`src/rtl/serial_mem_target.sv`:
```
`timescale 1ns/1ps
module serial_mem_target #(
  parameter logic [6:0] DEV_ID = 7'b1010000,
  parameter int AW = 12,
  parameter int PW = 5,
  parameter int SYNC = 2
) (
  input  logic          clk,
  input  logic          rst_n,
  input  logic          scl_i,
  input  logic          sda_i,
  output logic          sda_low_o,
  output logic [AW-1:0] rd_addr_o,
  input  logic [7:0]    rd_data_i,
  output logic          wr_valid_o,
  output logic          wr_first_o,
  output logic [AW-1:0] wr_addr_o,
  output logic [7:0]    wr_data_o,
  output logic          wr_commit_o,
  input  logic          wr_busy_i
);
  localparam int HW = AW - 8;

  typedef enum logic [2:0] {S_IDLE, S_DEV, S_WHI, S_WLO, S_DATA, S_READ, S_SKIP} st_t;

  logic [SYNC:0] scl_p, sda_p;
  logic scl_c, scl_l, sda_c, sda_l;
  logic start_det, stop_det, scl_rise, scl_fall, live;
  st_t state;
  logic [3:0] cnt;
  logic in_ack, m_ack, have_data, sda_low;
  logic [7:0] shreg, tx;
  logic [HW-1:0] wa_hi;
  logic [AW-1:0] ptr, waddr, waddr_nx;

  always_ff @(posedge clk or negedge rst_n) begin
    if (!rst_n) begin
      scl_p <= '1;
      sda_p <= '1;
    end else begin
      scl_p <= {scl_p[SYNC-1:0], scl_i};
      sda_p <= {sda_p[SYNC-1:0], sda_i};
    end
  end

  assign scl_c = scl_p[SYNC-1];
  assign scl_l = scl_p[SYNC];
  assign sda_c = sda_p[SYNC-1];
  assign sda_l = sda_p[SYNC];

  assign start_det = scl_c && scl_l && sda_l && !sda_c;
  assign stop_det  = scl_c && scl_l && !sda_l && sda_c;
  assign scl_rise  = scl_c && !scl_l;
  assign scl_fall  = !scl_c && scl_l;
  assign live      = (state != S_IDLE) && (state != S_SKIP);
  assign waddr_nx  = {waddr[AW-1:PW], waddr[PW-1:0] + PW'(1)};

  always_ff @(posedge clk or negedge rst_n) begin
    if (!rst_n) begin
      state       <= S_IDLE;
      cnt         <= '0;
      in_ack      <= 1'b0;
      m_ack       <= 1'b0;
      have_data   <= 1'b0;
      sda_low     <= 1'b0;
      shreg       <= '0;
      tx          <= '0;
      wa_hi       <= '0;
      ptr         <= '0;
      waddr       <= '0;
      wr_valid_o  <= 1'b0;
      wr_first_o  <= 1'b0;
      wr_addr_o   <= '0;
      wr_data_o   <= '0;
      wr_commit_o <= 1'b0;
    end else begin
      wr_valid_o  <= 1'b0;
      wr_commit_o <= 1'b0;
      if (start_det) begin
        state   <= S_DEV;
        cnt     <= '0;
        in_ack  <= 1'b0;
        sda_low <= 1'b0;
      end else if (stop_det) begin
        if (state == S_DATA && have_data) wr_commit_o <= 1'b1;
        state     <= S_IDLE;
        in_ack    <= 1'b0;
        have_data <= 1'b0;
        sda_low   <= 1'b0;
      end else if (live && scl_rise) begin
        if (!in_ack && cnt < 4'd8) begin
          shreg <= {shreg[6:0], sda_c};
          cnt   <= cnt + 4'd1;
        end else if (in_ack && state == S_READ) begin
          m_ack <= !sda_c;
        end
      end else if (live && scl_fall) begin
        if (!in_ack && cnt == 4'd8) begin
          in_ack <= 1'b1;
          case (state)
            S_DEV: begin
              if (shreg[7:1] == DEV_ID && !wr_busy_i) begin
                sda_low <= 1'b1;
                m_ack   <= 1'b1;
                state   <= shreg[0] ? S_READ : S_WHI;
              end else begin
                state <= S_SKIP;
              end
            end
            S_WHI: begin
              sda_low <= 1'b1;
              wa_hi   <= shreg[HW-1:0];
              state   <= S_WLO;
            end
            S_WLO: begin
              sda_low   <= 1'b1;
              ptr       <= {wa_hi, shreg};
              waddr     <= {wa_hi, shreg};
              have_data <= 1'b0;
              state     <= S_DATA;
            end
            S_DATA: begin
              sda_low    <= 1'b1;
              wr_valid_o <= 1'b1;
              wr_first_o <= !have_data;
              wr_addr_o  <= waddr;
              wr_data_o  <= shreg;
              have_data  <= 1'b1;
              waddr      <= waddr_nx;
              ptr        <= waddr_nx;
            end
            S_READ: begin
              sda_low <= 1'b0;
              ptr     <= ptr + AW'(1);
            end
            default: ;
          endcase
        end else if (in_ack) begin
          in_ack <= 1'b0;
          cnt    <= '0;
          if (state == S_READ) begin
            if (m_ack) begin
              tx      <= rd_data_i;
              sda_low <= !rd_data_i[7];
            end else begin
              state   <= S_SKIP;
              sda_low <= 1'b0;
            end
          end else begin
            sda_low <= 1'b0;
          end
        end else if (state == S_READ) begin
          tx      <= {tx[6:0], 1'b0};
          sda_low <= !tx[6];
        end
      end
    end
  end

  assign sda_low_o = sda_low;
  assign rd_addr_o = ptr;
endmodule


```
`config.mk`:
```
export PLATFORM = sky130hd
export DESIGN_NAME = serial_mem_target
export DESIGN_NICKNAME = d
export VERILOG_FILES = /design/src/rtl/serial_mem_target.sv
export SDC_FILE = /design/constraint.sdc
export NUM_CORES = 1
export LEC_CHECK = 0
export CAP_MARGIN = 20
export CELL_PAD_IN_SITES_DETAIL_PLACEMENT = 2
export CELL_PAD_IN_SITES_GLOBAL_PLACEMENT = 2
export CORE_MARGIN = 2
export CORE_UTILIZATION = 36
export CTS_CLUSTER_SIZE = 40
export DETAILED_ROUTE_END_ITERATION = 10
export GPL_TIMING_DRIVEN = 0
export PLACE_DENSITY_LB_ADDON = 0.08
export SKIP_LAST_GASP = 1
export SLEW_MARGIN = 20
export SYNTH_ARGS = -nofsm -noshare
export SYNTH_HDL_FRONTEND = slang
export SYNTH_SLANG_ARGS = --single-unit
```
`constraint.sdc`:
```
create_clock -name clk -period 2.2 [get_ports clk]
set_input_delay 0.44 -clock clk [delete_from_list [all_inputs] [get_ports clk]]
set_output_delay 0.44 -clock clk [all_outputs]
set_load 0.02 [all_outputs]
```
==> results.txt <==
Each instance of the synthesized netlist takes up on average 10.5 um2. In this run the deepest clock path goes through 2 buffers. Critical path capture point type: a flop. The H-tree was split into 3 levels. Along the worst path, the maximum fanout reaches 10. Hold timing on the final database bottoms out at a slack of 361 ps. The detail route stage leaves a number of antenna-violating nets equal to 0. Global routing finished with a remaining overflow of 0.

Internal power comes to 2.45 mW. The first global-routing pass estimated 19.8 mm of wire. The data arrival at the endpoint of the critical path was 2480 ps; the detailed-route vias per instance was 5.45.

At the pin with the least slew margin, the transition time is 651 ps. The run gives 0 as the count of antenna diodes in the layout. The finished layout cell area came out at 0.00495 mm2. Cell with the most instances after synthesis: dfrtp_1. For this run, the post-layout net count is 462. Grouping stages by cell kind, the critical path spends the most delay in simple AND/OR/NAND/NOR gates. In this run the core area contains 38 standard-cell rows.

Summed over its instances, the top area cell type makes up 48.1% of the synthesized netlist area. Clock tree skew after final layout: 13.3 ps. Pin placement for this block handled 49 I/O pins. The die covers 0.0120 mm2.

VDD sags by at most 393 uV. Counting both buffers and inverters, the worst setup path holds a total of 2. The post-detailed-placement cell area was 0.00469 mm2; the via count of the first global-routing pass was 3499. At the end of routability-driven placement, the weighted congestion stood at 0.810. The final critical-path setup slack came out at -22.5 ps. Relative to the synthesized area, the layout overhead comes to 23.5%. For this run, the slowest stage of the critical path takes 440 ps. The run gives 1.16 mW as the reported net switching power.

The signal on the critical path passes through inv_1 > ha_1 > and4bb_2 > o211ai_2 > nor2_4 > buf_4 > mux2_2. By startpoint and endpoint, the worst setup path is classified as flop to flop. Setup violations remaining at the end of the flow were counted as 16. In this run, the clock network consumes 33.5% of the power. The checks that failed: setup timing.

The startpoint identified for the worst hold timing path is scl_p[0]. The accumulated negative setup slack is -189 ps. TritonCTS built the clock tree. The DRC violation total after the first TritonRoute iteration is 119. The post-detailed-route wirelength per cell came out at 20.0 um. During placement, the flow inserted port buffers numbering 48. The clock reaches the later pin of the worst-skew pair after 370 ps. Setup repair after global routing could not meet its margin everywhere. Counting flops with an async set or reset pin after synthesis yields a share of 100%. The analysis attributes to cell leakage a power of 2.09 nW. The path class of the tightest hold or removal check is flop to flop. For this run, the number of standard cells in the final layout without fillers is 590.

Dominant cell type by area after synthesis: dfrtp_1. The master of the slowest instance on the critical path was dfrtp_1. The number of pins exceeding their max-slew limit in the final report came out at 0. STA puts the critical path data required time at 2450 ps. After clock tree synthesis, the clock-pin slew on the worst setup and hold paths is 100 ps. Of the synthesized area, sequential elements account for 52.0%. The number of unique standard cell types used by synthesis was 52. The final hold violation count is 0, and the y dimension of the die is 110 um.

Once placement completed, the tool counted placed cells totaling 571. The synthesized area was 0.00401 mm2. The initial antenna violation count was 0. The most critical setup path has its startpoint at cnt[0]. The flop and latch count out of synthesis is 83, and the detailed-placement wirelength estimate is 8.47 mm. The switching part of the total power was 32.2%. The run gives 0 as the number of synthesis warnings. The kind of launch point of the worst setup path was a flop. The total area inside the core boundary comes to 0.0108 mm2. Part of the power in registers: 48.6%. In the post-synthesis netlist, the biggest area contributors are dfrtp_1 (48%), mux2_2 (9.8%), dfstp_2 (3.9%). The dominant synthesized flop cell was dfrtp_1. For this block, the routed nets add up to 11.8 mm of wire. For the max-slew headroom at the worst pin, the log shows 56.6%. Synthesis handed over a netlist of 382 instances. Of the total power, combinational logic draws 17.9%. The tool flagged a number of max-cap violations equal to 0. Global routing used 22.0% of the available tracks. The run gives 9 as the clock buffer count from CTS.

The flow ran to the end, but the final reports show violations. Across all layers, the routed design uses 3217 vias. In the synthesized netlist, the cells that appear most often are dfrtp_1 (77), mux2_2 (35), nand2_1 (31).

Entering global routing, the biggest net connects 58 pins. The total power per unit cell area works out to 728 mW/mm2. The routed design could run at a clock period as short as 2220 ps. The number of sinks on the clock net is 83.

The first TritonRoute pass finished after 4 iterations. In this run the critical register-to-register path is launched from cnt[0]. The tree is rooted in a clkbuf_8. The die is 110 um wide.

The portion of the clock cycle consumed by the worst path in the final layout is 101%, and the fraction of layout instances using a drive strength above 1 is 18.0%. The number of nets in the synthesized netlist was 399; the count of flip-flops with a built-in enable after synthesis was 0. The starting density of the core was 37.0%.

For the fill cell total of the finished layout, the log shows 1150. The DRC violations left was 0. The maximum operating frequency is 0.450 GHz.
## final timing paths
check | end | slack, ps | depth (start not counted)
setup / recovery | wr_addr_o[11] | -20 | 7
setup reg to reg | wr_addr_o[11] | -20 | 7
max in group asynchronous | sda_p[1] | 1000 | 3
min in group asynchronous | m_ack | 520 | 2
hold reg to reg | scl_p[1] | 360 | 0
hold / removal | scl_p[1] | 360 | 0
## what timing repair did
action	in CTS	in global routing
hold endpoints to repair	6	0
buffers inserted	3	0
pin swaps	1	0
hold buffers	1	0
gates resized for setup	5	5
endpoints found under the setup margin	34	53
## stage by stage
stage	utilization (%)	setup slack (ps)	total power, mW
floorplan	-	206	2.14
global placement	43.0	-2420	2.38
detailed placement	43.3	-309	2.41
CTS	45.7	-43.6	3.63
global route	45.7	-149	3.80
finish	45.7	-22.5	3.60
## final cells by class
type	instances	area, um2	area share [%]
plain buffers	18	87.6	1.77
clock buffers	11	151	3.06
clock inverters	5	60.1	1.21
inverters	13	48.8	0.985
multi-input cells	267	1810	36.5
flip-flops and latches	83	2080	42.1
well taps	140	175	3.54
repair buffers	53	538	10.9
## cell families after synthesis
family	share of synthesized area (%)
adder cells (fa/ha/maj)	1.25
multiplexers	12.3
AO/OA/AOI/OAI	15.5
XOR/XNOR	1.28
buffers and inverters	3.40
AND/OR/NAND/NOR	14.2
flip-flops	52.0
## flip-flops by register name, indices dropped and copies added (netlist names), 3 cells and up
signal     cells
rd_addr_o     12
waddr         12
wr_addr_o     12
shreg          8
wr_data_o      8
tx             7
cnt            4
wa_hi          4
scl_p          3
sda_p          3
state          3
## cells in the final DEF, fill, tap and decap left out, types with 11 or more instances in the layout
| cell | n |
|---|---|
| dfrtp_1 | 77 |
| clkdlybuf4s50_1 | 47 |
| mux2_2 | 35 |
| nand2_1 | 31 |
| o21ai_0 | 29 |
| a21oi_1 | 28 |
| nor2_1 | 22 |
| inv_1 | 13 |
| nand3_1 | 13 |
| clkbuf_8 | 11 |
## power groups by stage
stage               combinational (mW)  clock (mW)  sequential [mW]
floorplan                        0.420           0             1.72
detailed placement               0.643           0             1.77
finish                           0.644        1.21             1.75
global route                     0.720        1.31             1.78
CTS                              0.657        1.23             1.75
global placement                 0.613           0             1.77
## per-layer routing
layer | global-route usage [%] | vias up | routed length (um)
met1 | 31.5 | 1659 | 5860
met3 | 4.33 | 7 | 343
li1 | - | 1498 | -
met4 | 5.42 | 0 | 119
met2 | 34.4 | 53 | 5500
met5 | 0 | - | 0
(Power assumes the default switching activity.)
